File: src/rtl/bg_pkg.sv
package bg_pkg;
  localparam int COLOR_W  = 24;
  localparam int ADDR_W   = 13;
  localparam int PAL_N    = 4;

  localparam int CTRL_BG_EN    = 0;
  localparam int CTRL_MAP_SEL  = 3;
  localparam int CTRL_DATA_SEL = 4;
  localparam int CTRL_DISP     = 7;

  localparam logic [ADDR_W-1:0] MAP_BASE = 13'h1800;
  localparam logic [ADDR_W-1:0] MAP_ALT  = 13'h0400;

  typedef enum logic [2:0] {
    ST_IDLE, ST_MAP, ST_LO, ST_HI, ST_CAP, ST_PIX, ST_DONE
  } bg_state_e;
endpackage

File: src/rtl/bg_addr_gen.sv
module bg_addr_gen
  import bg_pkg::*;
(
  input  logic              map_sel_i,
  input  logic              data_sel_i,
  input  logic [4:0]        map_row_i,
  input  logic [4:0]        map_col_i,
  input  logic [2:0]        tile_row_i,
  input  logic [7:0]        tile_num_i,
  output logic [ADDR_W-1:0] map_addr_o,
  output logic [ADDR_W-2:0] row_base_o
);
  logic [8:0] tile_idx;

  always_comb begin
    map_addr_o = MAP_BASE | (map_sel_i ? MAP_ALT : '0) | {3'b0, map_row_i, map_col_i};
    // signed mode: numbers 0..127 live above 0..255 block
    tile_idx   = (!data_sel_i && !tile_num_i[7]) ? {1'b1, tile_num_i} : {1'b0, tile_num_i};
    row_base_o = {tile_idx, tile_row_i};
  end
endmodule

File: src/rtl/bg_pixel_unit.sv
module bg_pixel_unit
  import bg_pkg::*;
#(
  parameter int X_W = 8
) (
  input  logic                     clk_i,
  input  logic                     rst_ni,
  input  logic                     load_lo_i,
  input  logic                     load_hi_i,
  input  logic [7:0]               data_i,
  input  logic                     emit_i,
  input  logic [2:0]               fine_i,
  input  logic [X_W-1:0]           x_i,
  input  logic                     bg_en_i,
  input  logic [PAL_N*COLOR_W-1:0] pal_i,
  output logic                     valid_o,
  output logic [COLOR_W-1:0]       rgb_o,
  output logic [X_W-1:0]           x_o
);
  logic [7:0] lo_q, hi_q;
  logic [1:0] pix_val;
  logic [2:0] bit_sel;

  always_comb begin
    bit_sel = 3'd7 - fine_i;
    pix_val = bg_en_i ? {hi_q[bit_sel], lo_q[bit_sel]} : 2'd0;
  end

  always_ff @(posedge clk_i or negedge rst_ni) begin
    if (!rst_ni) begin
      lo_q    <= '0;
      hi_q    <= '0;
      valid_o <= 1'b0;
      rgb_o   <= '0;
      x_o     <= '0;
    end else begin
      if (load_lo_i) lo_q <= data_i;
      if (load_hi_i) hi_q <= data_i;
      valid_o <= emit_i;
      if (emit_i) begin
        rgb_o <= pal_i[pix_val*COLOR_W +: COLOR_W];
        x_o   <= x_i;
      end
    end
  end

  p_x_step_r8: assert property (@(posedge clk_i) disable iff (!rst_ni)
    valid_o && $past(valid_o) |-> x_o == $past(x_o) + 1'b1);
endmodule

File: src/rtl/bg_line_renderer.sv
module bg_line_renderer
  import bg_pkg::*;
#(
  parameter int LINE_W = 160,
  localparam int X_W   = $clog2(LINE_W)
) (
  input  logic                     clk_i,
  input  logic                     rst_ni,
  input  logic                     start_i,
  input  logic [7:0]               scx_i,
  input  logic [7:0]               scy_i,
  input  logic [7:0]               line_i,
  input  logic [7:0]               ctrl_i,
  input  logic [PAL_N*COLOR_W-1:0] pal_i,
  output logic                     mem_req_o,
  output logic [ADDR_W-1:0]        mem_addr_o,
  input  logic [7:0]               mem_rdata_i,
  output logic                     pix_valid_o,
  output logic [COLOR_W-1:0]       pix_rgb_o,
  output logic [X_W-1:0]           pix_x_o,
  output logic                     done_o
);
  bg_state_e state_q, state_d;
  logic [7:0]      ctrl_q;
  logic [7:0]      ypos_q;
  logic [4:0]      col_q;
  logic [2:0]      fx_q;
  logic [X_W-1:0]  cnt_q;
  logic [ADDR_W-2:0] base_q;
  logic [ADDR_W-1:0] map_addr;
  logic [ADDR_W-2:0] row_base;
  logic            emit;
  logic [7:0]      ypos_in;

  assign ypos_in = scy_i + line_i;
  assign emit    = (state_q == ST_PIX);
  assign done_o  = (state_q == ST_DONE);

  bg_addr_gen u_addr (
    .map_sel_i  (ctrl_q[CTRL_MAP_SEL]),
    .data_sel_i (ctrl_q[CTRL_DATA_SEL]),
    .map_row_i  (ypos_q[7:3]),
    .map_col_i  (col_q),
    .tile_row_i (ypos_q[2:0]),
    .tile_num_i (mem_rdata_i),
    .map_addr_o (map_addr),
    .row_base_o (row_base)
  );

  bg_pixel_unit #(.X_W(X_W)) u_pix (
    .clk_i     (clk_i),
    .rst_ni    (rst_ni),
    .load_lo_i (state_q == ST_HI),
    .load_hi_i (state_q == ST_CAP),
    .data_i    (mem_rdata_i),
    .emit_i    (emit),
    .fine_i    (fx_q),
    .x_i       (cnt_q),
    .bg_en_i   (ctrl_q[CTRL_BG_EN]),
    .pal_i     (pal_i),
    .valid_o   (pix_valid_o),
    .rgb_o     (pix_rgb_o),
    .x_o       (pix_x_o)
  );

  always_comb begin
    mem_req_o  = 1'b0;
    mem_addr_o = '0;
    unique case (state_q)
      ST_MAP: begin mem_req_o = 1'b1; mem_addr_o = map_addr; end
      ST_LO:  begin mem_req_o = 1'b1; mem_addr_o = {row_base, 1'b0}; end
      ST_HI:  begin mem_req_o = 1'b1; mem_addr_o = {base_q, 1'b1}; end
      default: ;
    endcase
  end

  always_comb begin
    state_d = state_q;
    unique case (state_q)
      ST_IDLE: if (start_i) state_d = ctrl_i[CTRL_DISP] ? ST_MAP : ST_DONE;
      ST_MAP:  state_d = ST_LO;
      ST_LO:   state_d = ST_HI;
      ST_HI:   state_d = ST_CAP;
      ST_CAP:  state_d = ST_PIX;
      ST_PIX: begin
        if (cnt_q == X_W'(LINE_W - 1)) state_d = ST_DONE;
        else if (fx_q == 3'd7)          state_d = ST_MAP;
      end
      ST_DONE: state_d = ST_IDLE;
      default: state_d = ST_IDLE;
    endcase
  end

  always_ff @(posedge clk_i or negedge rst_ni) begin
    if (!rst_ni) begin
      state_q <= ST_IDLE;
      ctrl_q  <= '0;
      ypos_q  <= '0;
      col_q   <= '0;
      fx_q    <= '0;
      cnt_q   <= '0;
      base_q  <= '0;
    end else begin
      state_q <= state_d;
      if (state_q == ST_IDLE && start_i) begin
        ctrl_q <= ctrl_i;
        ypos_q <= ypos_in;
        col_q  <= scx_i[7:3];
        fx_q   <= scx_i[2:0];
        cnt_q  <= '0;
      end
      if (state_q == ST_LO) base_q <= row_base;
      if (emit) begin
        cnt_q <= cnt_q + 1'b1;
        fx_q  <= fx_q + 1'b1;
        if (fx_q == 3'd7) col_q <= col_q + 1'b1;
      end
    end
  end

  p_done_last_r8: assert property (@(posedge clk_i) disable iff (!rst_ni)
    done_o && ctrl_q[CTRL_DISP] |-> pix_valid_o && pix_x_o == X_W'(LINE_W - 1));
  p_off_no_pix_r10: assert property (@(posedge clk_i) disable iff (!rst_ni)
    done_o && !ctrl_q[CTRL_DISP] |-> !pix_valid_o);
  p_fetch_aligned_r5: assert property (@(posedge clk_i) disable iff (!rst_ni)
    state_q == ST_MAP && $past(state_q == ST_PIX) |-> fx_q == 3'd0);
  p_no_pix_in_stall_r9: assert property (@(posedge clk_i) disable iff (!rst_ni)
    $past(state_q == ST_MAP) |-> !pix_valid_o || $past(state_q, 2) == ST_PIX);
endmodule

File: config.mk
export PLATFORM = sky130hd
export DESIGN_NAME = bg_line_renderer
export DESIGN_NICKNAME = d
export VERILOG_FILES = /design/src/rtl/bg_pkg.sv /design/src/rtl/bg_addr_gen.sv /design/src/rtl/bg_pixel_unit.sv /design/src/rtl/bg_line_renderer.sv
export SDC_FILE = /design/constraint.sdc
export NUM_CORES = 1
export LEC_CHECK = 0
export ABC_AREA = 1
export BUFFER_PORTS_ARGS = -buffer_cell sky130_fd_sc_hd__buf_4
export CAP_MARGIN = 10
export CORE_ASPECT_RATIO = 1.5
export CORE_MARGIN = 1.5
export CORE_UTILIZATION = 35
export DETAILED_ROUTE_END_ITERATION = 12
export SLEW_MARGIN = 0
export SYNTH_ARGS = -nofsm -noshare
export SYNTH_HDL_FRONTEND = slang
export SYNTH_SLANG_ARGS = --single-unit
File: constraint.sdc
create_clock -name clk_i -period 4.3 [get_ports clk_i]
set_clock_uncertainty 0.15 [all_clocks]
set_input_delay 1.075 -clock clk_i [delete_from_list [all_inputs] [get_ports clk_i]]
set_output_delay 1.075 -clock clk_i [all_outputs]
set_load 0.05 [all_outputs]
* Yosys cells after proc, flatten, opt, wreduce, memory -nomap -nowiden
Index checks and enable logic that the tools add are counted.
** Operators by class
- Shifts and indexed selects :: 1
- Multiply operators :: 1
- Multiplexer cells :: 21
- Add/subtract/negate cells :: 5
- Equal/unequal tests :: 10
- Bitwise gates (word level) :: 1
- Reduce and logical (&&, ||, !) cells :: 8
- $lt $le $gt $ge :: 1
** Operator list (number)
- $shiftx 96x8->24 :: 1
- $pmux 13 s3 :: 1
- $mux 3 :: 6
- $pmux 3 s6 :: 1
- $mux 8 :: 2
- $mux 5 :: 3
- $or 13x10->13 :: 1
- $eq 3x3->1 const B :: 4
- $mux 11 :: 1
- $mux 9 :: 1
- $add 8x1->8 const B :: 1
- $add 8x8->8 :: 1
- $eq 8x8->1 const B :: 1
- $bmux 1 s3 :: 2
- $eq 3x2->1 const B :: 2
- $add 5x1->5 const B :: 1
- $lt 3x4->1 const B :: 1
- $mul 2x2->4 const B :: 1
- $add 3x1->3 const B :: 1
- $eq 3x1->1 const B :: 1
- $logic_not 3->1 :: 1
- $mux 1 :: 3
- $ne 3x3->1 const B :: 1
- $reduce_or 3->1 :: 1
- 7 further kinds :: 9
** Storage, ports and cells
- Flip-flop bits (word level) :: 93
- Output and inout port bits :: 48
- Bits of input ports :: 139

* Logic depth before layout (Yosys ltp)
- Word-level depth :: 6
- Gate-level depth with buffers :: 13
- Depth with buffers taken out :: 11

* Hierarchy
A second synthesis with hierarchy kept.
** Second synthesis, totals
- Cell total of the unflattened synthesis :: 879
- Area, all modules :: 6107.1 µm²
** By module, submodules not included
- bg_pixel_unit :: times used 1, cells an instance 523, area an instance 3454.6 µm²
- bg_line_renderer :: times used 1, cells an instance 330, area an instance 2464.9 µm²
- bg_addr_gen :: times used 1, cells an instance 26, area an instance 187.7 µm²

* Least setup slack after synthesis
Ideal clock, no wire load.
- Kind :: register -> output
- From :: reg state_q[2]
- To :: out mem_addr_o[10]
- Arrival time :: 1.944 ns
- Path buffers :: 2
- Slack :: 1.131 ns
- Stages on the path, launching flop included :: 6
- Required time :: 3.075 ns
- Path through :: dfrtp_1 -> buf_2 -> nor3_2 -> inv_1 -> buf_2 -> o211ai_1
** Between the ends
- Word-level cells in the longest chain between the ends :: 2
- Elaborated cells on any way between the ends :: 4
- Classes of those cells :: 3 x eq/ne; 1 x mux
** Ends and longest elaborated chain
- start, declared :: RTL line bg_line_renderer.sv:23 : bg_state_e state_q, state_d;
- start signal, assigned :: RTL line bg_line_renderer.sv:104 : state_q <= state_d;
- $eq 3x2->1 / $eq 3x1->1 (equally long branches) :: RTL line bg_line_renderer.sv:69 : unique case (state_q)
- $pmux 13 s3 * :: RTL line bg_line_renderer.sv:69
- end, declared :: RTL line bg_line_renderer.sv:16 : output logic [ADDR_W-1:0] mem_addr_o,
Mark *: on every way between the ends. The rest lies on a longest branch, timed or not.

* Worst setup path after layout
- From :: reg state_q[2]
- To :: out mem_addr_o[3]
The elaborated chain is that of the path after synthesis.

==> metrics.log <==
INFO  metric buffer_ports.inserted = 182
INFO  metric rr_worst_depth = 9
INFO  metric sequential_cell_area = 0.00228 mm2
INFO  metric globalRoute.totalOverflow = 0
INFO  metric yosys_register_bits = 91
INFO  metric kind_of_capture_point_of_the_worst_setup_path = output pin
INFO  metric hold-path-endpoint = ypos_q[0]
INFO  metric synth.yosys.warnings = 0
INFO  metric grtUsageTotal = 19.2%
INFO  metric gate_count_post_synth = 812
INFO  metric grt_max_degree = 56
INFO  metric crit-reg2reg-capture = u_pix.rgb_o[4]
INFO  metric worstSetupPathType = reg2out
INFO  metric detailedPlace.worstSlack = 1350 ps
INFO  metric outcome = completed
INFO  metric timing.slew.headroom = 25.5%
INFO  metric path_cells = nor3_2 -> buf_4 -> inv_1 -> o221ai_1 -> buf_4
INFO  metric hold_path_startpoint = ypos_q[0]
INFO  metric detail_route.wl_per_cell = 13.8 um
INFO  metric post-synth-top-area-fraction = 40.2%
INFO  metric rsz_0062_raised_after_global_routing = false
INFO  metric routed_wirelength = 16.3 mm
INFO  metric yosys.cell_count.top_type = nand2_1
INFO  metric ys_top_cells_by_count = 253 x nand2_1, 153 x inv_1, 91 x dfrtp_1
INFO  metric drt_initial_violations = 441
INFO  metric fmax = 302 MHz
INFO  metric min_delay_path_depth = 2
INFO  metric clock_sink_count = 91
INFO  metric clkLatencyLatePin = 340 ps
INFO  metric post-place-cells = 1164
INFO  metric post_synth_instance_area = 0.00566 mm2
INFO  metric drcViolationCount = 0
INFO  metric width_of_the_die = 107 um
INFO  metric final-max-slew-violation-count = 0
INFO  metric htree_num_levels = 3
INFO  metric synth_seq_area_share = 40.2%
INFO  metric worst_hold_slack = 324 ps
INFO  metric timing.critical_path.mode_cell = buf_4
INFO  metric crit_path_top_delay_cell = dfrtp_1
INFO  metric setup-violations-final = 0
INFO  metric async_reset_ff_share = 100%
INFO  metric fillerInstances = 1655
INFO  metric reg2reg_setup_slack = 1560 ps
INFO  metric layoutNonFillerInstCount = 1180
INFO  metric startpoint_type = flop
INFO  metric hold_bufs_inserted_after_cts = 0
INFO  metric cts_made_buffers = 9
INFO  metric wire_length_of_the_first_global_routing_pass = 26.1 mm
INFO  metric vias = 5570
INFO  metric post_synth_num_cell_types = 37
INFO  metric synth_enable_flop_cells = 0
INFO  metric critical_path.max_stage_delay = 530 ps
INFO  metric largest_buffer_count_on_any_clock_path = 2
INFO  metric cts_tree = yes
INFO  metric p_leak = 4.13 nW
INFO  metric die_area = 0.0170 mm2
INFO  metric finalWorstPathRequiredPeriod = 3310 ps
INFO  metric final.period_utilization = 77.1%
INFO  metric cpLargestDelayFamily = buffers and inverters
INFO  metric placement.cell_area = 0.00713 mm2
INFO  metric cts_post_setup_buffers_inserted = 0
INFO  metric cap_violations = 0
INFO  metric regToRegStartpoint = fx_q[0]
INFO  metric post-route-worst-setup-slack = 986 ps
INFO  metric clk_root_buffer_cell = clkbuf_16
INFO  metric globalplace.congestion = 0.786
INFO  metric critPathArrivalTime = 2090 ps
INFO  metric worstHoldPathType = reg2reg
INFO  metric num_antenna_cells = 0
INFO  metric drt_first_pass_iters = 6
INFO  metric finalSetupTns = 0 ps
INFO  metric boundaryPins = 187
INFO  metric initial_util = 35.9%
INFO  metric drive_above_1_share = 22.7%
INFO  metric antenna_left = 0
INFO  metric cts.repair.resized = 0
INFO  metric vdd_drop_max = 0.000263 V
INFO  metric die_y = 159 um
INFO  metric grt_pass1_vias = 5275
INFO  metric cts.clk_slew.worst_paths = 70 ps
INFO  metric area_growth = 31.2%
INFO  metric most_used_flip_flop_cell_after_synthesis = dfrtp_1
INFO  metric multi_input_gate_area = 0.00257 mm2
INFO  metric cp_num_buf_inv = 3
INFO  metric synth.net_count = 963
INFO  metric synthDominantAreaCellType = dfrtp_1
INFO  metric critical_path.max_fanout = 16
INFO  metric syn_avg_cell_area = 6.97 um2
INFO  metric yosys-top-cells-area = dfrtp_1 40%, nand2_1 17%, inv_1 10%
INFO  metric final_hold_viol_count = 0
INFO  metric detail_placement_hpwl = 11.7 mm
INFO  metric worst_slew_pin_slew = 1120 ps
INFO  metric row_count = 56
INFO  metric worstPathRequired = 3070 ps
INFO  metric fp.coreArea = 0.0158 mm2
INFO  metric num-nets-final = 1123
INFO  metric p_per_area = 290 mW/mm2
INFO  metric antenna_violations_before_repair = 0
INFO  metric final_cell_area = 0.00743 mm2
INFO  metric route.detailed.vias_per_inst = 4.72
final cells by class:
cell class,instances,share of cell area [%]
multi-input cells,522,34.6
repair buffers,192,19.4
clock inverters,7,0.977
inverters,156,7.88
well taps,203,3.42
clock buffers,9,3.03
flip-flops and latches,91,30.7
layout by cell type, fill, tap and decap left out, types with 2 or more instances in the layout:
cell type  instances
a21o_1             2
a21oi_1           11
buf_4            192
clkbuf_16          9
clkinv_4           3
dfrtp_1           90
ha_1              11
inv_1            153
inv_2              2
inv_8              2
nand2_1          253
nand3_1           70
nand3_2            4
nand4_1           49
nor2_1            29
nor2_4             3
nor3_1             2
nor3_2             2
o211ai_1          15
o21ai_0           47
o21ai_1            3
o221ai_1           2
o22ai_1            2
xnor2_1            5
xor2_1             2
sequential cells by signal, summed over array words and instances, names as in the netlist:
register,count
base_q,12
u_pix.hi_q,8
u_pix.x_o,8
ctrl_q,3
state_q,3
fx_q,3
u_pix.rgb_o,24
cnt_q,8
ypos_q,8
col_q,5
u_pix.lo_q,8
u_pix.valid_o,1
per-stage QoR:
step           utilization (%)  power [W]
2_1_floorplan                -    0.00119
6_report                  47.1    0.00216
3_3_place_gp              45.2    0.00139
5_1_grt                   47.1    0.00227
4_1_cts                   47.1    0.00219
3_5_place_dp              45.2    0.00139
per-layer routing:
metal	vias to the layer above	track usage (%)	routed length, um
li1	2884	-	-
met1	2495	22.2	6770
met2	175	35.1	8270
met3	16	4.56	1050
met4	0	4.55	250
met5	-	0	0
worst max path at each step:
stage                          start             end  slack (ps)  depth (start not counted)
after floorplan           state_q[2]  mem_addr_o[10]        1130                          5
after global placement    state_q[2]   mem_addr_o[8]        1360                          5
after detailed placement  state_q[2]   mem_addr_o[8]        1350                          5
after CTS                 state_q[2]   mem_addr_o[8]         970                          5
after global routing      state_q[2]  mem_addr_o[11]         830                          5
final                     state_q[2]   mem_addr_o[3]         990                          5
cell families (layout without fill, tap and decap cells):
group	count (synthesis)	after routing	synth area share [%]
AOI/OAI and AO/OA	85	85	8.59
DFF	91	91	40.2
muxes	1	1	0.199
buffers and inverters	199	364	14.5
xor gates and xnor gates	7	7	1.08
and+or+nand+nor	417	417	32.7
adders and majority gates	12	12	2.78
power by group:
group | switching (W) | internal, W | total (W) | leakage [nW]
clock network | 0.000382 | 0.000409 | 0.000790 | 0.142
registers | 0.0000214 | 0.000901 | 0.000922 | 1.08
logic | 0.000262 | 0.000183 | 0.000445 | 2.91
worst reg2reg max path, cell delays in order (launching register included):
cell and delay (ps):
dfrtp_1 560, inv_1 230, nand2_1 100, nand3_1 60, nand3_1 120, nand3_1 780
nand3_1 400, nand2_1 80, nand2_1 60, nand2_1 70
(Power assumes the default switching activity.)
